File: config.mk
export PLATFORM = sky130hd
export DESIGN_NAME = rxts_latch
export DESIGN_NICKNAME = d
export VERILOG_FILES = /design/src/rtl/rxts_pkg.sv /design/src/rtl/rxts_port_cap.sv /design/src/rtl/rxts_regif.sv /design/src/rtl/rxts_latch.sv
export SDC_FILE = /design/constraint.sdc
export NUM_CORES = 1
export LEC_CHECK = 0
export ABC_AREA = 1
export BUFFER_PORTS_ARGS = -buffer_cell sky130_fd_sc_hd__buf_2
export CORE_MARGIN = 10
export CORE_UTILIZATION = 40
export CTS_CLUSTER_DIAMETER = 120
export DETAILED_ROUTE_END_ITERATION = 12
export PLACE_DENSITY_LB_ADDON = 0.2
export SETUP_SLACK_MARGIN = 0.1
export SLEW_MARGIN = 0
export SYNTH_ARGS = -nofsm -noshare
export SYNTH_HDL_FRONTEND = slang
export SYNTH_SLANG_ARGS = --single-unit
File: constraint.sdc
create_clock -name clk -period 2.1 [get_ports clk]
set_input_delay 0.105 -clock clk [delete_from_list [all_inputs] [get_ports clk]]
set_output_delay 0.105 -clock clk [all_outputs]
set_load 0.01 [all_outputs]
File: src/rtl/rxts_pkg.sv
package rxts_pkg;

  // Kind of register a read address resolves to.
  typedef enum logic [1:0] {
    SEL_STAMP  = 2'd0,
    SEL_STATUS = 2'd1,
    SEL_NONE   = 2'd2
  } rd_sel_e;

  // Address that arms a new measurement (port-0 timestamp).
  localparam int unsigned ARM_ADDR = 0;

endpackage

File: src/rtl/rxts_port_cap.sv
module rxts_port_cap #(
  parameter int TIME_W = 32
) (
  input  logic              clk,
  input  logic              rst,
  input  logic              arm,
  input  logic              armed,
  input  logic              strobe,
  input  logic [TIME_W-1:0] sys_time,
  output logic [TIME_W-1:0] stamp,
  output logic              valid
);

  logic take;

  // Capture on the arming edge itself, or later while the port is still open.
  assign take = strobe & (arm | (armed & ~valid));

  always_ff @(posedge clk) begin
    if (rst) begin
      stamp <= '0;
      valid <= 1'b0;
    end else begin
      if (take) stamp <= sys_time;
      if (arm)       valid <= strobe;
      else if (take) valid <= 1'b1;
    end
  end

  AST_HOLD_ONCE: assert property (@(posedge clk) disable iff (rst)
    (valid && !arm) |=> $stable(stamp));
  AST_ARM_CLEAR: assert property (@(posedge clk) disable iff (rst)
    (arm && !strobe) |=> !valid);
  AST_CAPTURE: assert property (@(posedge clk) disable iff (rst)
    (strobe && (arm || (armed && !valid))) |=> (valid && stamp == $past(sys_time)));
  AST_IDLE_QUIET: assert property (@(posedge clk) disable iff (rst)
    (!armed && !arm) |=> ($stable(stamp) && !valid));

endmodule

File: src/rtl/rxts_regif.sv
module rxts_regif
  import rxts_pkg::*;
#(
  parameter int NPORTS = 4,
  parameter int TIME_W = 32,
  parameter int ADDR_W = 3
) (
  input  logic                          clk,
  input  logic                          rst,
  input  logic                          wr_en,
  input  logic [ADDR_W-1:0]             wr_addr,
  input  logic                          rd_en,
  input  logic [ADDR_W-1:0]             rd_addr,
  input  logic [NPORTS-1:0][TIME_W-1:0] stamps,
  input  logic [NPORTS-1:0]             valids,
  input  logic                          armed,
  output logic                          arm,
  output logic [TIME_W-1:0]             rd_data,
  output logic                          rd_valid
);

  localparam int PIDX_W = (NPORTS > 1) ? $clog2(NPORTS) : 1;
  localparam logic [ADDR_W-1:0] STAT_ADDR = ADDR_W'(NPORTS);
  localparam logic [ADDR_W-1:0] ARM_A     = ADDR_W'(ARM_ADDR);

  rd_sel_e           sel;
  logic [TIME_W-1:0] status_word;
  logic [TIME_W-1:0] rd_next;

  assign arm = wr_en && (wr_addr == ARM_A);

  always_comb begin
    status_word = '0;
    status_word[NPORTS-1:0] = valids;
    status_word[NPORTS]     = armed;
  end

  always_comb begin
    if (rd_addr < STAT_ADDR)       sel = SEL_STAMP;
    else if (rd_addr == STAT_ADDR) sel = SEL_STATUS;
    else                           sel = SEL_NONE;
  end

  always_comb begin
    case (sel)
      SEL_STAMP:  rd_next = stamps[rd_addr[PIDX_W-1:0]];
      SEL_STATUS: rd_next = status_word;
      default:    rd_next = '0;
    endcase
  end

  always_ff @(posedge clk) begin
    if (rst) begin
      rd_data  <= '0;
      rd_valid <= 1'b0;
    end else begin
      rd_valid <= rd_en;
      if (rd_en) rd_data <= rd_next;
    end
  end

  AST_RD_PULSE: assert property (@(posedge clk) disable iff (rst)
    rd_en |=> rd_valid);
  AST_RD_HOLD: assert property (@(posedge clk) disable iff (rst)
    !rd_en |=> (!rd_valid && $stable(rd_data)));

endmodule

File: src/rtl/rxts_latch.sv
module rxts_latch #(
  parameter int NPORTS = 4,
  parameter int TIME_W = 32,
  parameter int ADDR_W = 3
) (
  input  logic              clk,
  input  logic              rst,
  input  logic [TIME_W-1:0] sys_time,
  input  logic [NPORTS-1:0] rx_sof,
  input  logic              wr_en,
  input  logic [ADDR_W-1:0] wr_addr,
  input  logic              rd_en,
  input  logic [ADDR_W-1:0] rd_addr,
  output logic [TIME_W-1:0] rd_data,
  output logic              rd_valid
);

  logic                          arm;
  logic                          armed;
  logic [NPORTS-1:0][TIME_W-1:0] stamps;
  logic [NPORTS-1:0]             valids;

  always_ff @(posedge clk) begin
    if (rst)      armed <= 1'b0;
    else if (arm) armed <= 1'b1;
  end

  for (genvar p = 0; p < NPORTS; p++) begin : g_port
    rxts_port_cap #(.TIME_W(TIME_W)) i_cap (
      .clk      (clk),
      .rst      (rst),
      .arm      (arm),
      .armed    (armed),
      .strobe   (rx_sof[p]),
      .sys_time (sys_time),
      .stamp    (stamps[p]),
      .valid    (valids[p])
    );
  end

  rxts_regif #(.NPORTS(NPORTS), .TIME_W(TIME_W), .ADDR_W(ADDR_W)) i_regif (
    .clk      (clk),
    .rst      (rst),
    .wr_en    (wr_en),
    .wr_addr  (wr_addr),
    .rd_en    (rd_en),
    .rd_addr  (rd_addr),
    .stamps   (stamps),
    .valids   (valids),
    .armed    (armed),
    .arm      (arm),
    .rd_data  (rd_data),
    .rd_valid (rd_valid)
  );

  AST_ARMED_STICKY: assert property (@(posedge clk) disable iff (rst)
    armed |=> armed);
  AST_NOARM_OTHER: assert property (@(posedge clk) disable iff (rst)
    (wr_en && wr_addr != '0 && !armed) |=> !armed);
  AST_SAME_TIME: assert property (@(posedge clk) disable iff (rst)
    (arm && rx_sof[0] && rx_sof[NPORTS-1]) |=> (stamps[0] == stamps[NPORTS-1]));

endmodule

* Word-level counts from Yosys, hierarchy flattened
Cells that the tools add are included.
** Word-level totals
- Bits in registers :: 166
- Input bits :: 46
- Output and inout port bits :: 33
- Logic and storage cells :: 51
** Operators by class
- Magnitude comparators :: 2
- Equality and inequality tests :: 2
- Mux-type cells :: 13
- Bitwise gates (word level) :: 16
- Reduce and logical (&&, ||, !) cells :: 7
** Operators with widths (count)
- binary-select mux 32 bit (select 2 bit) :: 1
- one-hot mux 32 bit (2 select lines) :: 1
- 2-to-1 mux 32 bit :: 1
- AND 1 bit :: 8
- 2-to-1 mux 1 bit :: 8
- nonzero test 2 bit :: 4
- 2-to-1 mux 2 bit :: 2
- inverter 1 bit :: 4
- OR 1 bit :: 4
- == test 3 bit (second input constant) :: 1
- zero test 3 bit :: 1
- < comparator 2 x 3 -> 1 bit (second input constant) :: 1
- < comparator 3 bit (second input constant) :: 1
- == test 2 x 1 -> 1 bit (second input constant) :: 1
- zero test 2 bit :: 1
- logical AND 1 bit :: 1

* Logic depth before layout (Yosys ltp)
- Depth after elaboration :: 6
- Gate-level depth with buffers :: 8
- Depth with buffers taken out :: 6

* By module
From an unflattened synthesis, not the netlist that was laid out.
** Unflattened totals
- Cell total of the unflattened synthesis :: 1410
- Area, all modules :: 8951.1 µm²
** By module, submodules not included
- rxts_port_cap :: instances 4, cells an instance 218, area each 1545.2 µm², sequential area each 660.6 µm²
- rxts_regif :: instances 1, cells an instance 535, area each 2742.6 µm², sequential area each 660.6 µm²
- rxts_latch :: instances 1, cells an instance 3, area each 27.5 µm², sequential area each 20.0 µm²

* Worst setup path after synthesis
No wires, ideal clock.
- Kind :: reg-to-reg
- From :: register armed
- To :: register g_port[1].i_cap.stamp[2]
- Library setup time :: 0.115 ns
- Arrival :: 1.063 ns
- Data required time :: 1.985 ns
- Slack :: 0.922 ns
- Stages on the path, launching flop included :: 9
- Path buffers :: 2
- Period minus slack after synthesis :: 1.178 ns
- Path through :: dfxtp_1 -> inv_2 -> or2_1 -> nand2_1 -> buf_6 -> buf_6 -> nand3_1 -> nand2_1 -> nor2_1
** On the way
- Word-level cells in the longest chain between the ends :: 3
** RTL lines
- start, declared :: line rxts_latch.sv:19 : logic armed;
- start signal, assigned :: line rxts_latch.sv:24 : if (rst) armed <= 1'b0;
- start signal, assigned :: line rxts_latch.sv:25 : else if (arm) armed <= 1'b1;
- AND 1 bit :: line rxts_port_cap.sv:17 : assign take = strobe & (arm | (armed & ~valid));
- OR 1 bit :: line rxts_port_cap.sv:17
- AND 1 bit :: line rxts_port_cap.sv:17
- end signal, assigned :: line rxts_port_cap.sv:24 : if (take) stamp <= sys_time;
- end, declared :: line rxts_port_cap.sv:10 : output logic [TIME_W-1:0] stamp,
No other way between the ends.
A chain may end at the register's enable or synchronous reset.

* Worst setup path in the final report
- From :: register armed
- To :: register g_port[2].i_cap.stamp[17]
** On the way
- Word-level cells in the longest chain between the ends :: 3
** RTL lines (line)
- AND 1 bit :: rxts_port_cap.sv:17
- OR 1 bit :: rxts_port_cap.sv:17
- AND 1 bit :: rxts_port_cap.sv:17
- end signal, assigned :: rxts_port_cap.sv:24
- end, declared :: rxts_port_cap.sv:10
No other way between the ends.

==> impl_metrics.toml <==
[global_route]
grt.total_usage_pct = 16.1
grt_pass1_wl_um = 37700
grt-ovfl-total = 0
antenna_found_initial = 0
grt_max_degree = 66
first_global_vias = 7127

[hold_path]
hp-class = "input pin to flop"

[timing]
rsz0062_at_grt = "false"
max_freq_mhz = 682
worstMarginPinSlew_ns = 0.656
min_period_ns = 1.47
drv_slew = 0
slew_headroom_pct = 56.2
final-setup-viol-count = 0
tns_ns = 0
hold_violations = 0
holdWs_ns = 0.0295
skew_ns = 0.00902
layout_setup_ws_ns = 0.635
finalCritPeriodShare_pct = 69.8

[cts]
htreeDepth = 4
clk_pin_slew_ns = 0.07
tritoncts = "done"
clk_latency_ns = 0.43
cts_inserted_buffers = 17
post_cts_buffers = 0
cts_hold_buf = 0
cts.sinks = 166
clockRootBuffer = "clkbuf_16"
clk_path_buf_depth = 2
cts_resized = 0

[detailed_routing]
route.antenna.remaining_nets = 0
vias = 7743
drt-initial-drc-count = 582
avgViaCountPerCell = 4.79
drt_pre_antenna_iters = 5
routed_wirelength_um = 22400
wire_per_inst_um = 13.9
route.detailed.drc = 0

[placed_design]
dp_hpwl_um = 13800
dp_cells = 1583
gp_congestion = 0.772
dp_slack_ns = 0.657
portBuffers = 78
place_area_um2 = 8960

[final_layout]
layout-drive-gt1-share_pct = 14.0
fin_area_um2 = 9580
stdcell_count = 1615
final_core_util_pct = 45.7
syn_to_final_growth_pct = 12.7
nFillCells = 2290
nets = 1373
antenna-diode-count = 0
layout_common_cells = "nand2_1 (361), nand3_1 (197), inv_1 (168), dfxtp_1 (166), nor2_1 (132)"
mostFrequentLayoutCell = "nand2_1"

[floorplanning]
initial_core_util_pct = 40.5
die_w_um = 166
io_pins = 79
die_area_um2 = 27500
die_h_um = 166
num_rows = 53
coreArea_um2 = 21000

[logic_synthesis]
ys_ff_latch = 166
synth-seq-area-share_pct = 39.1
netlist_area_um2 = 8500
yosysUniqueCellTypes = 16
syn_area_per_cell_um2 = 6.50
synthCells = 1307
synth_warnings = 0
syn-num-nets = 1353

[pwr]
ir_worst_vdd_uv = 618
power.total_mw = 7.68
power.leakage_nw = 4.28
p_per_area_nw_per_um2 = 801

[run]
timing.max_cap.violations = 0

[setup_path]
path_class = "flop to flop"
path_max_fanout = 31
cp-start-kind = "flop"
cp.arrival_ns = 1.79
required_ns = 2.43
cp-end-kind = "flop"

[status]
status = "completed"
synth_stat cells, drive strengths merged:
cell / number / area share [%]
dfxtp: 166 / 39
nor2: 133 / 5.9
a21oi: 165 / 11
inv: 172 / 7.6
buf: 69 / 6.1
clkbuf: 31 / 1.4
nand2: 369 / 16
or2: 4 / 0.29
nand3: 198 / 12
area by class of cell:
class | count | area [µm²] | share of cell area [%]
Clock buffer | 19 | 453 | 4.73
Sequential cell | 166 | 3320 | 34.7
Timing Repair Buffer | 101 | 738 | 7.71
Multi-Input combinational cell | 869 | 3900 | 40.8
Inverter | 172 | 647 | 6.75
Tap cell | 275 | 344 | 3.59
Clock inverter | 13 | 170 | 1.78
power by group:
part           switching (mW)  internal, mW
Combinational           0.662         0.350
Sequential             0.0677          3.28
Clock                    1.37          1.95
state kept, by name, summed over array words and instances, names as in the netlist:
| register | count |
|---|---|
| g_port.i_cap.valid | 4 |
| i_regif.rd_data | 32 |
| g_port.i_cap.stamp | 128 |
| i_regif.rd_valid | 1 |
| armed | 1 |
routing by layer:
layer	up-vias	wire (µm)	part of all wire [%]	track usage [%]
met5	-	0	0	0
met4	0	214	0.96	4.35
met3	16	1100	4.9	3.69
met2	153	10000	45	24.8
met1	3487	11000	49	22.1
li1	4087	-	-	-
path summary, 6_finish.rpt:
kind	start	endpoint	slack [ns]	depth (start not counted)
worst max-delay path	armed	g_port[2].i_cap.stamp[17]	0.63	7
worst min-delay path	rd_en	i_regif.rd_data[7]	0.03	4
worst max register to register	armed	g_port[2].i_cap.stamp[17]	0.63	7
worst min register to register	i_regif.rd_data[16]	i_regif.rd_data[16]	0.46	2
critical path, stage by stage, from the launching register on:
cell	delay [ns]
dfxtp_1	0.35
inv_2	0.06
or2_1	0.21
nand2_2	0.29
buf_12	0.23
nand3_1	0.08
nand2_1	0.07
nor2_1	0.05
cell families after synthesis:
logic type             Yosys count  synth area share [%]
AND/OR/NAND/NOR                704                  34.3
buffers and inverters          272                  15.1
flip-flops                     166                  39.1
AO/OA/AOI/OAI                  165                  11.5
No activity file was read; power rests on OpenSTA's default activity.
